<file path="config.mk">
export PLATFORM = sky130hd
export DESIGN_NAME = voice_trig_ctrl
export DESIGN_NICKNAME = d
export VERILOG_FILES = /design/src/rtl/vtc_pkg.sv /design/src/rtl/vtc_debounce.sv /design/src/rtl/vtc_prio.sv /design/src/rtl/voice_trig_ctrl.sv
export SDC_FILE = /design/constraint.sdc
export NUM_CORES = 1
export LEC_CHECK = 0
export BUFFER_PORTS_ARGS = -buffer_cell sky130_fd_sc_hd__buf_2
export CAP_MARGIN = 20
export CORE_AREA = 10 10 95 97
export DETAILED_ROUTE_END_ITERATION = 8
export DIE_AREA = 0 0 105 107
export GPL_ROUTABILITY_DRIVEN = 0
export PLACE_DENSITY = 0.71
export SYNTH_ARGS = -nofsm -noshare
export SYNTH_HDL_FRONTEND = slang
export SYNTH_SLANG_ARGS = --single-unit
</file>
<file path="constraint.sdc">
create_clock -name clk -period 2.08 [get_ports clk]
set_input_delay 0.208 -clock clk [delete_from_list [all_inputs] [get_ports clk]]
set_output_delay 0.208 -clock clk [all_outputs]
set_load 0.03 [all_outputs]
</file>
<file path="src/rtl/vtc_pkg.sv">
package vtc_pkg;
  typedef struct packed {
    logic slow;
    logic retrig;
  } eff_mode_t;

  // A fast irretrigger input switches to slow retrigger while busy unless kept.
  function automatic eff_mode_t eff_mode(input logic slow, input logic retrig,
                                         input logic busy, input logic keep);
    eff_mode_t m;
    logic forced;
    forced   = !slow && !retrig && busy && !keep;
    m.slow   = slow | forced;
    m.retrig = retrig | forced;
    return m;
  endfunction
endpackage

</file>
<file path="src/rtl/vtc_debounce.sv">
module vtc_debounce #(
  parameter int FAST_TICKS = 2,
  parameter int SLOW_TICKS = 96
) (
  input  logic clk,
  input  logic rst_n,
  input  logic tick,
  input  logic din,
  input  logic use_slow,
  output logic level,
  output logic rise,
  output logic fall
);
  localparam int CW = $clog2(SLOW_TICKS + 1);

  logic [1:0]    sy;
  logic [CW-1:0] cnt;
  logic [CW-1:0] lim;

  assign lim = use_slow ? CW'(SLOW_TICKS) : CW'(FAST_TICKS);

  always_ff @(posedge clk) begin
    if (!rst_n) begin
      sy    <= '0;
      cnt   <= '0;
      level <= 1'b0;
      rise  <= 1'b0;
      fall  <= 1'b0;
    end else begin
      sy   <= {sy[0], din};
      rise <= 1'b0;
      fall <= 1'b0;
      if (sy[1] == level) begin
        cnt <= '0;
      end else if (tick) begin
        if (cnt + CW'(1) >= lim) begin
          level <= sy[1];
          rise  <= sy[1];
          fall  <= !sy[1];
          cnt   <= '0;
        end else begin
          cnt <= cnt + CW'(1);
        end
      end
    end
  end


  level_move_chk: assert property (@(posedge clk) disable iff (!rst_n)
    (level != $past(level)) |-> ($past(tick) && ($past(sy[1]) == level)));
endmodule

</file>
<file path="src/rtl/vtc_prio.sv">
module vtc_prio #(
  parameter int N_IN  = 5,
  parameter int IDX_W = 3
) (
  input  logic [N_IN-1:0]  req,
  output logic             any,
  output logic [IDX_W-1:0] idx
);
  // Highest index wins: later loop iterations override earlier ones.
  always_comb begin
    any = 1'b0;
    idx = '0;
    for (int i = 0; i < N_IN; i++) begin
      if (req[i]) begin
        any = 1'b1;
        idx = IDX_W'(i);
      end
    end
  end
endmodule

</file>
<file path="src/rtl/voice_trig_ctrl.sv">
module voice_trig_ctrl
  import vtc_pkg::*;
#(
  parameter int N_IN       = 5,
  parameter int FAST_TICKS = 2,
  parameter int SLOW_TICKS = 96,
  localparam int IDX_W     = $clog2(N_IN)
) (
  input  logic             clk,
  input  logic             rst_n,
  input  logic             tick,
  input  logic [N_IN-1:0]  trig_in,
  input  logic [N_IN-1:0]  cfg_slow,
  input  logic [N_IN-1:0]  cfg_level,
  input  logic [N_IN-1:0]  cfg_hold,
  input  logic [N_IN-1:0]  cfg_retrig,
  input  logic [N_IN-1:0]  cfg_lastkey,
  input  logic [N_IN-1:0]  keep_mode,
  input  logic             busy,
  input  logic             sent_end,
  output logic             start_req,
  output logic [IDX_W-1:0] start_idx,
  output logic             stop_req
);
  logic [N_IN-1:0]  lvl, rise, fall, eff_slow, eff_retrig;
  logic             busy_eff;
  logic             pick_any;
  logic [IDX_W-1:0] pick_idx;
  logic [IDX_W-1:0] owner;
  logic             nxt_start, nxt_stop;
  logic [IDX_W-1:0] nxt_idx;

  // A start just issued counts as busy until the player answers.
  assign busy_eff = busy | start_req;

  for (genvar i = 0; i < N_IN; i++) begin : g_in
    eff_mode_t m;
    assign m             = eff_mode(cfg_slow[i], cfg_retrig[i], busy_eff, keep_mode[i]);
    assign eff_slow[i]   = m.slow;
    assign eff_retrig[i] = m.retrig;

    vtc_debounce #(.FAST_TICKS(FAST_TICKS), .SLOW_TICKS(SLOW_TICKS)) u_deb (
      .clk(clk), .rst_n(rst_n), .tick(tick), .din(trig_in[i]),
      .use_slow(eff_slow[i]), .level(lvl[i]), .rise(rise[i]), .fall(fall[i])
    );
  end

  vtc_prio #(.N_IN(N_IN), .IDX_W(IDX_W)) u_prio (
    .req(rise), .any(pick_any), .idx(pick_idx)
  );

  always_comb begin
    nxt_start = 1'b0;
    nxt_stop  = 1'b0;
    nxt_idx   = owner;
    if (pick_any) begin
      if (!busy_eff) begin
        nxt_start = 1'b1;
      end else if (pick_idx == owner) begin
        nxt_start = eff_retrig[pick_idx];
      end else begin
        nxt_start = cfg_lastkey[pick_idx] && eff_retrig[pick_idx];
      end
      if (nxt_start) nxt_idx = pick_idx;
    end
    if (!nxt_start) begin
      if (busy_eff && cfg_hold[owner] && fall[owner]) begin
        nxt_stop = 1'b1;
      end else if (sent_end && cfg_level[owner] && lvl[owner]) begin
        nxt_start = 1'b1;
      end
    end
  end

  always_ff @(posedge clk) begin
    if (!rst_n) begin
      start_req <= 1'b0;
      stop_req  <= 1'b0;
      owner     <= '0;
    end else begin
      start_req <= nxt_start;
      stop_req  <= nxt_stop;
      if (nxt_start) owner <= nxt_idx;
    end
  end

  assign start_idx = owner;


  req_excl_chk: assert property (@(posedge clk) disable iff (!rst_n)
    !(start_req && stop_req));


  stop_busy_chk: assert property (@(posedge clk) disable iff (!rst_n)
    stop_req |-> $past(busy | start_req));


  first_key_chk: assert property (@(posedge clk) disable iff (!rst_n)
    (start_req && $past(busy) && (start_idx != $past(start_idx)))
      |-> ((($past(cfg_lastkey) >> start_idx) & N_IN'(1)) != '0));
endmodule

</file>
Word level (Yosys, flattened, before mapping)
Cells that the tools add are included.
Word-level totals
  output and inout bits: 5
  logic and storage cells: 165
  memory bits (read-only): 0
  memories: 0
  bits in registers: 65
  bits in writable memories: 0
  latch bits: 0
Operators by class
  reduce and logical (&&, ||, !) cells: 57
  equal/unequal tests: 6
  muxes and demuxes: 39
  magnitude comparators: 7
  div/mod/pow operators: 0
  add/sub/neg operators: 5
  bitwise logic cells: 23
  $mul: 0
  shift-type cells: 0
Operator list (count)
  2-to-1 mux 7 bit: 10
  adder 7 x 1 -> 7 bit (second input constant): 5
  greater-or-equal comparator 7 bit: 5
  logical AND 1 bit: 20
  logical NOT 1 bit: 20
  2-to-1 mux 1 bit: 20
  OR reduction 4 bit: 5
  binary-select mux 1 bit (select 3 bit): 6
  AND reduction 3 bit: 6
  inverter 1 bit: 12
  OR reduction 2 bit: 6
  OR 1 bit: 11
  less-than comparator 3 x 4 -> 1 bit (second input constant): 2
  == test 1 bit: 5
  2-to-1 mux 2 bit: 2
  == test 3 bit: 1
  2-to-1 mux 3 bit: 1

Depth between registers and ports, before layout
Gate-level depths: netlist of run 1.
  depth after elaboration: 14
  depth in mapped cells: 11

Modules after synthesis
Synthesis of run 1 repeated with hierarchy kept, for this count alone.
Unflattened totals
  cells, all modules: 478
  area, all modules: 3976.3 um2
Modules (own cells, without submodules)
  vtc_debounce: cells an instance 80, seq. area each 240.2 um2, area an instance 676.9 um2, instances 5
  voice_trig_ctrl: cells an instance 70, seq. area each 100.1 um2, area an instance 549.3 um2, instances 1
  vtc_prio: cells an instance 8, seq. area each 0.0 um2, area an instance 42.5 um2, instances 1

Worst setup path after synthesis of run 1
Ideal clock, no wire load.
  path type: reg2reg
  start: reg start_req
  end: reg g_in[4].u_deb.level
  stages on the path, launching flop included: 11
  required time: 1.964 ns
  setup time: 0.116 ns
  arrival time: 2.314 ns
  path slack: -0.350 ns
  path through: dfxtp_1 -> nor2_1 -> buf_2 -> nor3_1 -> nor2_1 -> ha_1 -> a2111oi_0 -> a31oi_1 -> nor2_1 -> mux2i_1 -> nor2b_1
On the way
  cells in the longest elaborated chain, start to end: 7
RTL lines
  from (decl): RTL line voice_trig_ctrl.sv:21  | output logic start_req,
  from (signal assigned): RTL line voice_trig_ctrl.sv:81  | start_req <= nxt_start;
  OR 1 bit: RTL line voice_trig_ctrl.sv:34  | assign busy_eff = busy | start_req;
  logical AND 1 bit (2 in a row): RTL line vtc_pkg.sv:12  | forced = !slow && !retrig && busy && !keep;
  OR 1 bit: RTL line vtc_pkg.sv:13  | m.slow = slow | forced;
  2-to-1 mux 7 bit: RTL line vtc_debounce.sv:20  | assign lim = use_slow ? CW'(SLOW_TICKS) : CW'(FAST_TICKS);
  greater-or-equal comparator 7 bit: RTL line vtc_debounce.sv:36  | if (cnt + CW'(1) >= lim) begin
  AND reduction 3 bit (no line)
  to (signal assigned): RTL line vtc_debounce.sv:37  | level <= sy[1];
  to (decl): RTL line vtc_debounce.sv:10  | output logic level,
Every way passes these cells.
A chain may end at the register's enable or synchronous reset.

Final worst setup path of run 1
  start: reg start_req
  end: reg g_in[4].u_deb.cnt[2]
On the way
  cells in the longest elaborated chain, start to end: 7
RTL lines
  OR 1 bit: RTL line voice_trig_ctrl.sv:34
  logical AND 1 bit (2 in a row): RTL line vtc_pkg.sv:12
  OR 1 bit: RTL line vtc_pkg.sv:13
  2-to-1 mux 7 bit: RTL line vtc_debounce.sv:20
  greater-or-equal comparator 7 bit: RTL line vtc_debounce.sv:36
  2-to-1 mux 7 bit: RTL line vtc_debounce.sv:36
  to (signal assigned): RTL line vtc_debounce.sv:42  | cnt <= cnt + CW'(1);
  to (decl): RTL line vtc_debounce.sv:17  | logic [CW-1:0] cnt;
Every way passes these cells.

==> results of run 1 <==
==> cell type report <==
cell class	instances	area, um^2
timing repair buffer	101	664
multi-input combinational	341	2520
fill	570	2260
inverter	22	82.6
clock buffer	10	138
sequential	65	1310
tap	99	124
clock inverter	6	42.5
==> cell families (layout without fill, tap and decap cells) <==
group,after synthesis,after routing
flip-flops,65,65
AND/OR/NAND/NOR,189,189
AO/OA/AOI/OAI,100,100
multiplexers,7,7
XOR/XNOR,25,25
buffers and inverters,35,139
adder cells (fa/ha/maj),20,20
==> what timing repair did <==
action	in CTS	in global routing
endpoints found under the setup margin	41	50
gates cloned	0	0
pin swaps	35	23
endpoints found under the hold margin	0	0
buffers inserted	5	2
gates resized for setup	31	27
==> metal layers <==
layer | track usage, % | vias up
met5 | 0 | -
met4 | 6.37 | 0
met3 | 4.49 | 15
met2 | 30.9 | 111
met1 | 19.3 | 1682
li1 | - | 1776
==> how the worst min path moves through the flow <==
stage / startpoint / to / slack [ns] / cells after the start
after detailed placement: trig_in[2] / g_in[2].u_deb.sy[0] / 0.42 / 2
after CTS: trig_in[4] / g_in[4].u_deb.sy[0] / 0.04 / 2
after global placement: g_in[4].u_deb.sy[0] / g_in[4].u_deb.sy[1] / 0.42 / 1
after global routing: trig_in[4] / g_in[4].u_deb.sy[0] / 0.04 / 2
after floorplan: trig_in[0] / g_in[0].u_deb.sy[0] / 0.34 / 1
final: trig_in[4] / g_in[4].u_deb.sy[0] / 0.06 / 2
==> cells in the mapped netlist, types with 3 or more instances <==
cell,count
nand2_1,26
a22oi_1,16
o21ai_0,11
xor2_1,15
buf_2,4
a2111oi_2,3
and3_1,5
ha_1,20
nor3_1,25
mux2i_1,5
a41oi_2,3
nand2b_1,4
nor2_1,52
inv_1,22
dfxtp_1,65
and2_1,10
a21oi_1,46
nand3_1,33
clkbuf_1,8
xnor2_1,10
nor2b_1,18
nand4_1,6
==> critical path: stages, from the launching register on <==
cell	delay, ns
dfxtp_4	0.36
nor2_4	0.20
nor3_2	0.07
nor2_2	0.16
ha_1	0.26
or4_1	0.50
o31a_1	0.18
nand2_2	0.14
o21ai_1	0.08
a21oi_1	0.12
==> registers in the layout, indices dropped and copies added (netlist names) <==
name	cells
start_idx	3
g_in.u_deb.fall	5
g_in.u_deb.rise	5
g_in.u_deb.level	5
g_in.u_deb.sy	10
stop_req	1
g_in.u_deb.cnt	35
start_req	1
==> power by group <==
| part | internal [mW] | switching [mW] |
|---|---|---|
| sequential | 1.26 | 0.00909 |
| combinational | 0.163 | 0.189 |
| clock | 0.466 | 0.521 |
| total | 1.88 | 0.719 |
==> metrics by stage <==
step	utilization (%)	TNS, ns
after floorplan	-	0
after global placement	61.1	-1.26
after CTS	66.2	-0.676
final	68.3	-0.585
after detailed placement	61.1	-3.42
after global routing	68.3	-5.54
==> summary.md, run 1 <==
| Metric | Value |
|---|---|
| Post-Route WL | `9980 um` |
| Number of global-route vias before repair | `3,656` |
| Fin area | `0.00487 mm^2` |
| GRT Resource Usage Total | `17.3%` |
| CP Capture Point | `g_in[4].u_deb.cnt[2]` |
| Die W | `105 um` |
| Slew Viols, Final | `0` |
| Post-synthesis adder-cell area fraction | `6.91%` |
| Synthesized instance count | `441` |
| R2r setup slk | `-0.06 ns` |
| DP Area | `0.00436 mm^2` |
| Inserted Diodes | `0` |
| XOR/XNOR Fraction of Synth Area | `6.05%` |
| Synth Area in Simple Gates | `25.8%` |
| Failing checks | `negative setup slack` |
| Most common cell after layout, fill and taps aside | `dfxtp_1` |
| Compound-Gate Fraction of Synth Area | `19.0%` |
| VDD IR-drop max | `0.515 mV` |
| Met3 wire length | `554 um` |
| Leak pwr | `1.99 nW` |
| # port buffers | `44` |
| Worst EP required | `2.36 ns` |
| Core ar. | `0.00714 mm^2` |
| DIE AREA | `0.0112 mm^2` |
| Clk sink count | `65` |
| Dpl hpwl | `7130 um` |
| Place WS | `-0.214 ns` |
| Highest routed metal layer | `met4` |
| Clk slew on worst S/H paths | `0.08 ns` |
| CTS tree | `done` |
| Via-per-instance ratio | `5.57` |
| Syn. warnings | `0` |
| Critical Path Source | `start_req` |
| Initial detailed-routing violation count | `176` |
| Crit end category | `register` |
| TritonCTS Buffers | `9` |
| Max-cap violations | `0` |
| Top-Level Pins | `45` |
| Worst Setup Slack, final | `-0.0644 ns` |
| CP Max Fanout | `7` |
| Post-synth ARST share | `0%` |
| Setup Viol. Count Final | `24` |
| Via total after detailed routing | `3,584` |
| Clock root cell | `clkbuf_8` |
| Final worst path period share | `103%` |
| Fin cells | `644` |
| Per-cell routed wire length | `15.5 um` |
| Largest net degree at the start of global routing | `39` |
| Final net count | `600` |
| FF-to-FF End | `g_in[4].u_deb.cnt[2]` |
| Area Growth Syn to Fin | `34.6%` |
| Yosys top cell by area | `dfxtp_1` |
| Share of layout cells above drive strength 1 | `33.9%` |
| Yosys reg bits | `65` |
| Post-route DRC | `0` |
| Max clock buf depth | `2` |
| Worst slew pin tran | `0.566 ns` |
| Initial Util | `50.7%` |
| Largest family of logic cells by synthesized area | `simple AND/OR/NAND/NOR gates` |
| Cts-stage hold buffer count | `0` |
| Fmax achieved | `466 MHz` |
| PwrDens | `534 mW/mm^2` |
| First-pass GRT wire length | `16,300 um` |
| Drt first pass iters | `4` |
| Worst reg2reg path depth | `9` |
| WP data arrival | `2.43 ns` |
| Top-area cell type share of the netlist area | `35.9%` |
| Final hold violation count | `0` |
| Pwr Total | `2.60 mW` |
| EDFF count, synth | `0` |
| Max-slew headroom | `61.9%` |
| Rows | `31` |
| Initial antenna violation count | `0` |
| HP Class | `in2reg` |
| Net count after synthesis | `501` |
| M1 WL | `4110 um` |
| CP Class | `reg2reg` |
| Min Hold Slack | `0.0575 ns` |
| Reg2reg start | `start_req` |
| CP Launch Type | `register` |
| WL met2 | `5190 um` |
| Die Y | `107 um` |
| Mean post-synth cell area | `8.21 um^2` |
| Dominant synthesized flop cell | `dfxtp_1` |
| Post-synthesis mux area share | `2.32%` |
| Routed Antenna Nets | `0` |
| Synth unique cells | `52` |
| Most frequent cells in the layout | `dfxtp_1, buf_4, nor2_1` |
| Clock Skews | `0.0111 ns` |
| # H-tree levels | `3` |
| Status | `finished with violations` |
| Unrepaired setup endpoints after global routing | `true` |
| Fin crit period | `2.14 ns` |
| Total congestion overflow | `0` |
| Clock latency on the worst-skew pair | `0.35 ns` |
| Post-synthesis cell area | `0.00362 mm^2` |
| Cell count after placement | `621` |
| Ranking of synthesized cells by area | `dfxtp_1, ha_1, a21oi_1` |
| Seq/Total Area, Yosys | `35.9%` |
Note: power is estimated with default switching activity, not from simulation.
==> run 2, diff against run 1 <==
==> constraint.sdc (replaced) <==
create_clock -name clk -period 2.08 [get_ports clk]
set_input_delay 0.208 -clock clk [delete_from_list [all_inputs] [get_ports clk]]
set_output_delay 0.208 -clock clk [all_outputs]
set_load 0.01 [all_outputs]
==> summary.md, run 2 (same netlist as run 1, synthesis figures left out) <==
| Metric | Value |
|---|---|
| HP Class | `in2reg` |
| # H-tree levels | `3` |
| Clk sink count | `65` |
| DP Area | `0.00433 mm^2` |
| CTS tree | `done` |
| Number of global-route vias before repair | `3,628` |
| Most flops, register | `g_in.u_deb.cnt` |
| GRT Resource Usage Total | `18.1%` |
| Via total after detailed routing | `3,615` |
| Worst EP required | `2.36 ns` |
| Failing checks | `negative setup slack` |
| DIE AREA | `0.0112 mm^2` |
| TritonCTS Buffers | `9` |
| VDD IR-drop max | `0.367 mV` |
| Setup Viol. Count Final | `36` |
| Clock Skews | `0.00946 ns` |
| Slowest stage delay, CP | `0.34 ns` |
| Area Growth Syn to Fin | `41.4%` |
| Inserted Diodes | `0` |
| Worst slew pin tran | `0.489 ns` |
| PwrDens | `568 mW/mm^2` |
| Most common cell after layout, fill and taps aside | `buf_4` |
| Rows | `31` |
| # port buffers | `44` |
| CP Max Fanout | `6` |
| Max reg flops | `35` |
| Fin cells | `654` |
| Most frequent cells in the layout | `buf_4, dfxtp_1, nor2_1, buf_2, a21oi_1` |
| Clock root cell | `clkbuf_8` |
| Cts-stage hold buffer count | `0` |
| Max-cap violations | `0` |
| Clock latency on the worst-skew pair | `0.35 ns` |
| Per-cell routed wire length | `16.2 um` |
| Top-Level Pins | `45` |
| Largest net degree at the start of global routing | `32` |
| Fin area | `0.00512 mm^2` |
| Min Hold Slack | `0.0670 ns` |
| Cell count after placement | `621` |
| Post-Route Setup TNS | `-2.60 ns` |
| WP buf/inv | `1` |
| Slew Viols, Final | `0` |
| Fmax achieved | `440 MHz` |
| Total congestion overflow | `0` |
| Leak pwr | `2.08 nW` |
| Slowest CP cell | `dfxtp_2` |
| Drt first pass iters | `5` |
| CP Class | `reg2reg` |
| Core ar. | `0.00714 mm^2` |
| Initial antenna violation count | `0` |
| Fin crit period | `2.27 ns` |
| Post-Route WL | `10,600 um` |
| Initial Util | `50.7%` |
| Dpl hpwl | `7240 um` |
| Sequence of cells on the critical path | `nor2_4 > nor3_1 > nor2_2 > ha_4 > a2111oi_4 > nand4_1 > nand2_2 > buf_4 > a22oi_1 > nor2_1` |
| Die Y | `107 um` |
| Post-route DRC | `0` |
| Final hold violation count | `0` |
| WP data arrival | `2.55 ns` |
| First-pass GRT wire length | `16,900 um` |
| Crit end category | `register` |
| Routed Antenna Nets | `0` |
| Max-slew headroom | `67.4%` |
| Status | `finished with violations` |
| Initial detailed-routing violation count | `219` |
| Clk slew on worst S/H paths | `0.07 ns` |
| Final net count | `611` |
| CP Launch Type | `register` |
| Via-per-instance ratio | `5.53` |
| Share of layout cells above drive strength 1 | `39.6%` |
| Die W | `105 um` |
| Unrepaired setup endpoints after global routing | `true` |
| Max clock buf depth | `2` |
| Final worst path period share | `109%` |
| Critical path's top delay family | `simple AND/OR/NAND/NOR gates` |
| Worst Setup Slack, final | `-0.191 ns` |
| Largest regs | `g_in.u_deb.cnt: 35 flops, g_in.u_deb.sy: 10 flops` |
## run 2: cell type report
type,instances,area [um^2]
clock buffer,13,169
clock inverter,2,60.1
fill,553,2020
inverter,22,82.6
multi-input combinational,341,2630
sequential,65,1320
tap,99,124
timing repair buffer,112,734
## run 2: stage by stage
| step | worst slack [ns] | total power, mW | util, % |
|---|---|---|---|
| 5_1_grt | -0.279 | 3.01 | 71.8 |
| 4_1_cts | -0.148 | 2.87 | 67.7 |
| 3_5_place_dp | -0.485 | 1.58 | 60.7 |
| 6_report | -0.191 | 2.91 | 71.8 |
| 2_1_floorplan | 0.00686 | 1.46 | - |
| 3_3_place_gp | -0.385 | 1.58 | 60.7 |
## run 2: where the power goes
part           leakage [nW]  internal (mW)  switching (mW)
clock network         0.116          0.768           0.493
registers             0.532           1.26          0.0104
logic                  1.44          0.177           0.203
## run 2: final timing paths
kind	startpoint	endpoint	slack, ns	cells past startpoint
min	trig_in[4]	g_in[4].u_deb.sy[0]	0.07	2
max reg2reg	start_req	g_in[3].u_deb.cnt[6]	-0.19	10
min reg2reg	g_in[1].u_deb.sy[0]	g_in[1].u_deb.sy[1]	0.44	1
max	start_req	g_in[3].u_deb.cnt[6]	-0.19	10
## run 2: what timing repair did
item,in CTS,in global routing
pin swaps,38,47
setup buffers,11,7
setup endpoints to repair,50,52
gates resized for setup,40,53
## run 2: per-layer routing
metal,up-vias,part of all wire (%),global-route usage [%]
li1,1790,-,-
met1,1715,42,21.0
met2,89,51,31.7
met3,21,4.6,4.49
met4,0,1.8,6.67
met5,-,0,0
==> run 3, diff against run 2 <==
--- a/config.mk
+++ b/config.mk
@@ -7,11 +7,12 @@
 export LEC_CHECK = 0
 export BUFFER_PORTS_ARGS = -buffer_cell sky130_fd_sc_hd__buf_2
 export CAP_MARGIN = 20
-export CORE_AREA = 10 10 95 97
+export CORE_AREA = 10 10 87 89
 export DETAILED_ROUTE_END_ITERATION = 8
-export DIE_AREA = 0 0 105 107
+export DIE_AREA = 0 0 97 99
 export GPL_ROUTABILITY_DRIVEN = 0
-export PLACE_DENSITY = 0.71
+export PLACE_DENSITY = 0.81
 export SYNTH_ARGS = -nofsm -noshare
 export SYNTH_HDL_FRONTEND = slang
 export SYNTH_SLANG_ARGS = --single-unit
+export TNS_END_PERCENT = 5
==> constraint.sdc (replaced) <==
create_clock -name clk -period 2.65 [get_ports clk]
set_input_delay 0.265 -clock clk [delete_from_list [all_inputs] [get_ports clk]]
set_output_delay 0.265 -clock clk [all_outputs]
set_load 0.01 [all_outputs]
==> summary.md, run 3 (same netlist as run 1, synthesis figures left out) <==
| Metric | Value |
|---|---|
| Clock Skews | `0.00686 ns` |
| VDD IR-drop max | `0.373 mV` |
| Clk sink count | `65` |
| Most flops, register | `g_in.u_deb.cnt` |
| # port buffers | `44` |
| Routed Antenna Nets | `0` |
| Fmax achieved | `412 MHz` |
| Leak pwr | `1.70 nW` |
| GRT Resource Usage Total | `17.3%` |
| Die Y | `99 um` |
| CTS tree | `done` |
| HP Class | `in2reg` |
| Fin crit period | `2.43 ns` |
| Total congestion overflow | `0` |
| Share of layout cells above drive strength 1 | `17.5%` |
| DIE AREA | `0.00960 mm^2` |
| Clock latency on the worst-skew pair | `0.34 ns` |
| Die W | `97 um` |
| Max-slew headroom | `67.5%` |
| Largest regs | `g_in.u_deb.cnt: 35 flops, g_in.u_deb.sy: 10 flops` |
| Per-cell routed wire length | `14.1 um` |
| Clock root cell | `clkbuf_8` |
| PwrDens | `488 mW/mm^2` |
| Worst EP required | `2.88 ns` |
| Initial antenna violation count | `0` |
| Largest net degree at the start of global routing | `32` |
| CP Max Fanout | `11` |
| Dpl hpwl | `6260 um` |
| Final net count | `557` |
| Clk slew on worst S/H paths | `0.07 ns` |
| CP Launch Type | `register` |
| Most common cell after layout, fill and taps aside | `dfxtp_1` |
| R2r setup slk | `0.22 ns` |
| Unrepaired setup endpoints after global routing | `false` |
| # H-tree levels | `3` |
| Final hold violation count | `0` |
| Most frequent cells in the layout | `dfxtp_1, nor2_1, a21oi_1` |
| Max-cap violations | `0` |
| Drt first pass iters | `5` |
| Number of global-route vias before repair | `3,310` |
| Inserted Diodes | `0` |
| Setup Viol. Count Final | `0` |
| First-pass GRT wire length | `14,300 um` |
| Setup Fix Bufs, Post-CTS | `0` |
| Max clock buf depth | `2` |
| Post-Route WL | `8150 um` |
| Crit end category | `register` |
| Post-Route Setup TNS | `0 ns` |
| Via total after detailed routing | `3,315` |
| Post-route DRC | `0` |
| Core ar. | `0.00585 mm^2` |
| Area Growth Syn to Fin | `15.8%` |
| Max reg flops | `35` |
| Top-Level Pins | `45` |
| Status | `finished clean` |
| Slew Viols, Final | `0` |
| Via-per-instance ratio | `5.75` |
| CP Class | `reg2reg` |
| Rows | `28` |
| WP data arrival | `2.65 ns` |
| Worst slew pin tran | `0.487 ns` |
| Final worst path period share | `91.5%` |
| Initial detailed-routing violation count | `167` |
| TritonCTS Buffers | `9` |
| Pwr Total | `2.04 mW` |
| Initial Util | `61.9%` |
run 3: through the flow:
stage	hold WS [ns]	instance area [um^2]	setup WS, ns	std cells	util [%]
finish	0.132	4190	0.225	577	71.7
global route	0.115	4190	0.0215	577	71.7
floorplan	0.392	3620	0.384	441	-
CTS	0.120	4180	0.132	577	71.5
global placement	0.414	3980	0.268	561	68.0
detailed placement	0.419	3980	0.156	561	68.0
run 3: final cells by class:
cell class	count	area, um^2
Clock buffer	11	151
Clock inverter	5	53.8
Fill cell	459	1660
Inverter	22	82.6
Multi-Input combinational cell	341	2180
Sequential cell	65	1300
Tap cell	75	93.8
Timing Repair Buffer	58	325
run 3: what timing repair did:
action / in CTS / in global routing
hold buffers: 0 / 0
gates resized for setup: 0 / 3
endpoints found under the setup margin: 0 / 3
run 3: power by group:
group	internal, mW	switching (mW)	total [mW]	leakage [nW]
sequential	0.987	0.00903	0.996	0.526
combinational	0.0848	0.113	0.198	1.07
clock	0.482	0.369	0.851	0.109
total	1.55	0.491	2.04	1.70
run 3: metal layers:
layer | track usage [%] | vias up | wire, um
li1 | - | 1695 | -
met1 | 19.6 | 1525 | 3680
met2 | 29.6 | 83 | 3880
met3 | 5.80 | 12 | 494
met4 | 6.02 | 0 | 86
met5 | 0 | - | 0
run 3: path summary, 6_finish.rpt:
path | start | end | cells after the start
setup reg to reg | start_req | g_in[1].u_deb.level | 10
hold / removal | trig_in[3] | g_in[3].u_deb.sy[0] | 2
setup / recovery | start_req | g_in[1].u_deb.level | 10
hold reg to reg | g_in[4].u_deb.sy[0] | g_in[4].u_deb.sy[1] | 1
run 3: critical path, cell delays in order (launching register included):
cell       delay, ns
dfxtp_1         0.36
nor2_1          0.06
buf_4           0.17
nor3_1          0.14
nor2_1          0.09
ha_1            0.32
a2111oi_2       0.44
nand3_1         0.16
a41oi_2         0.28
mux2i_1         0.23
nor2b_1         0.06
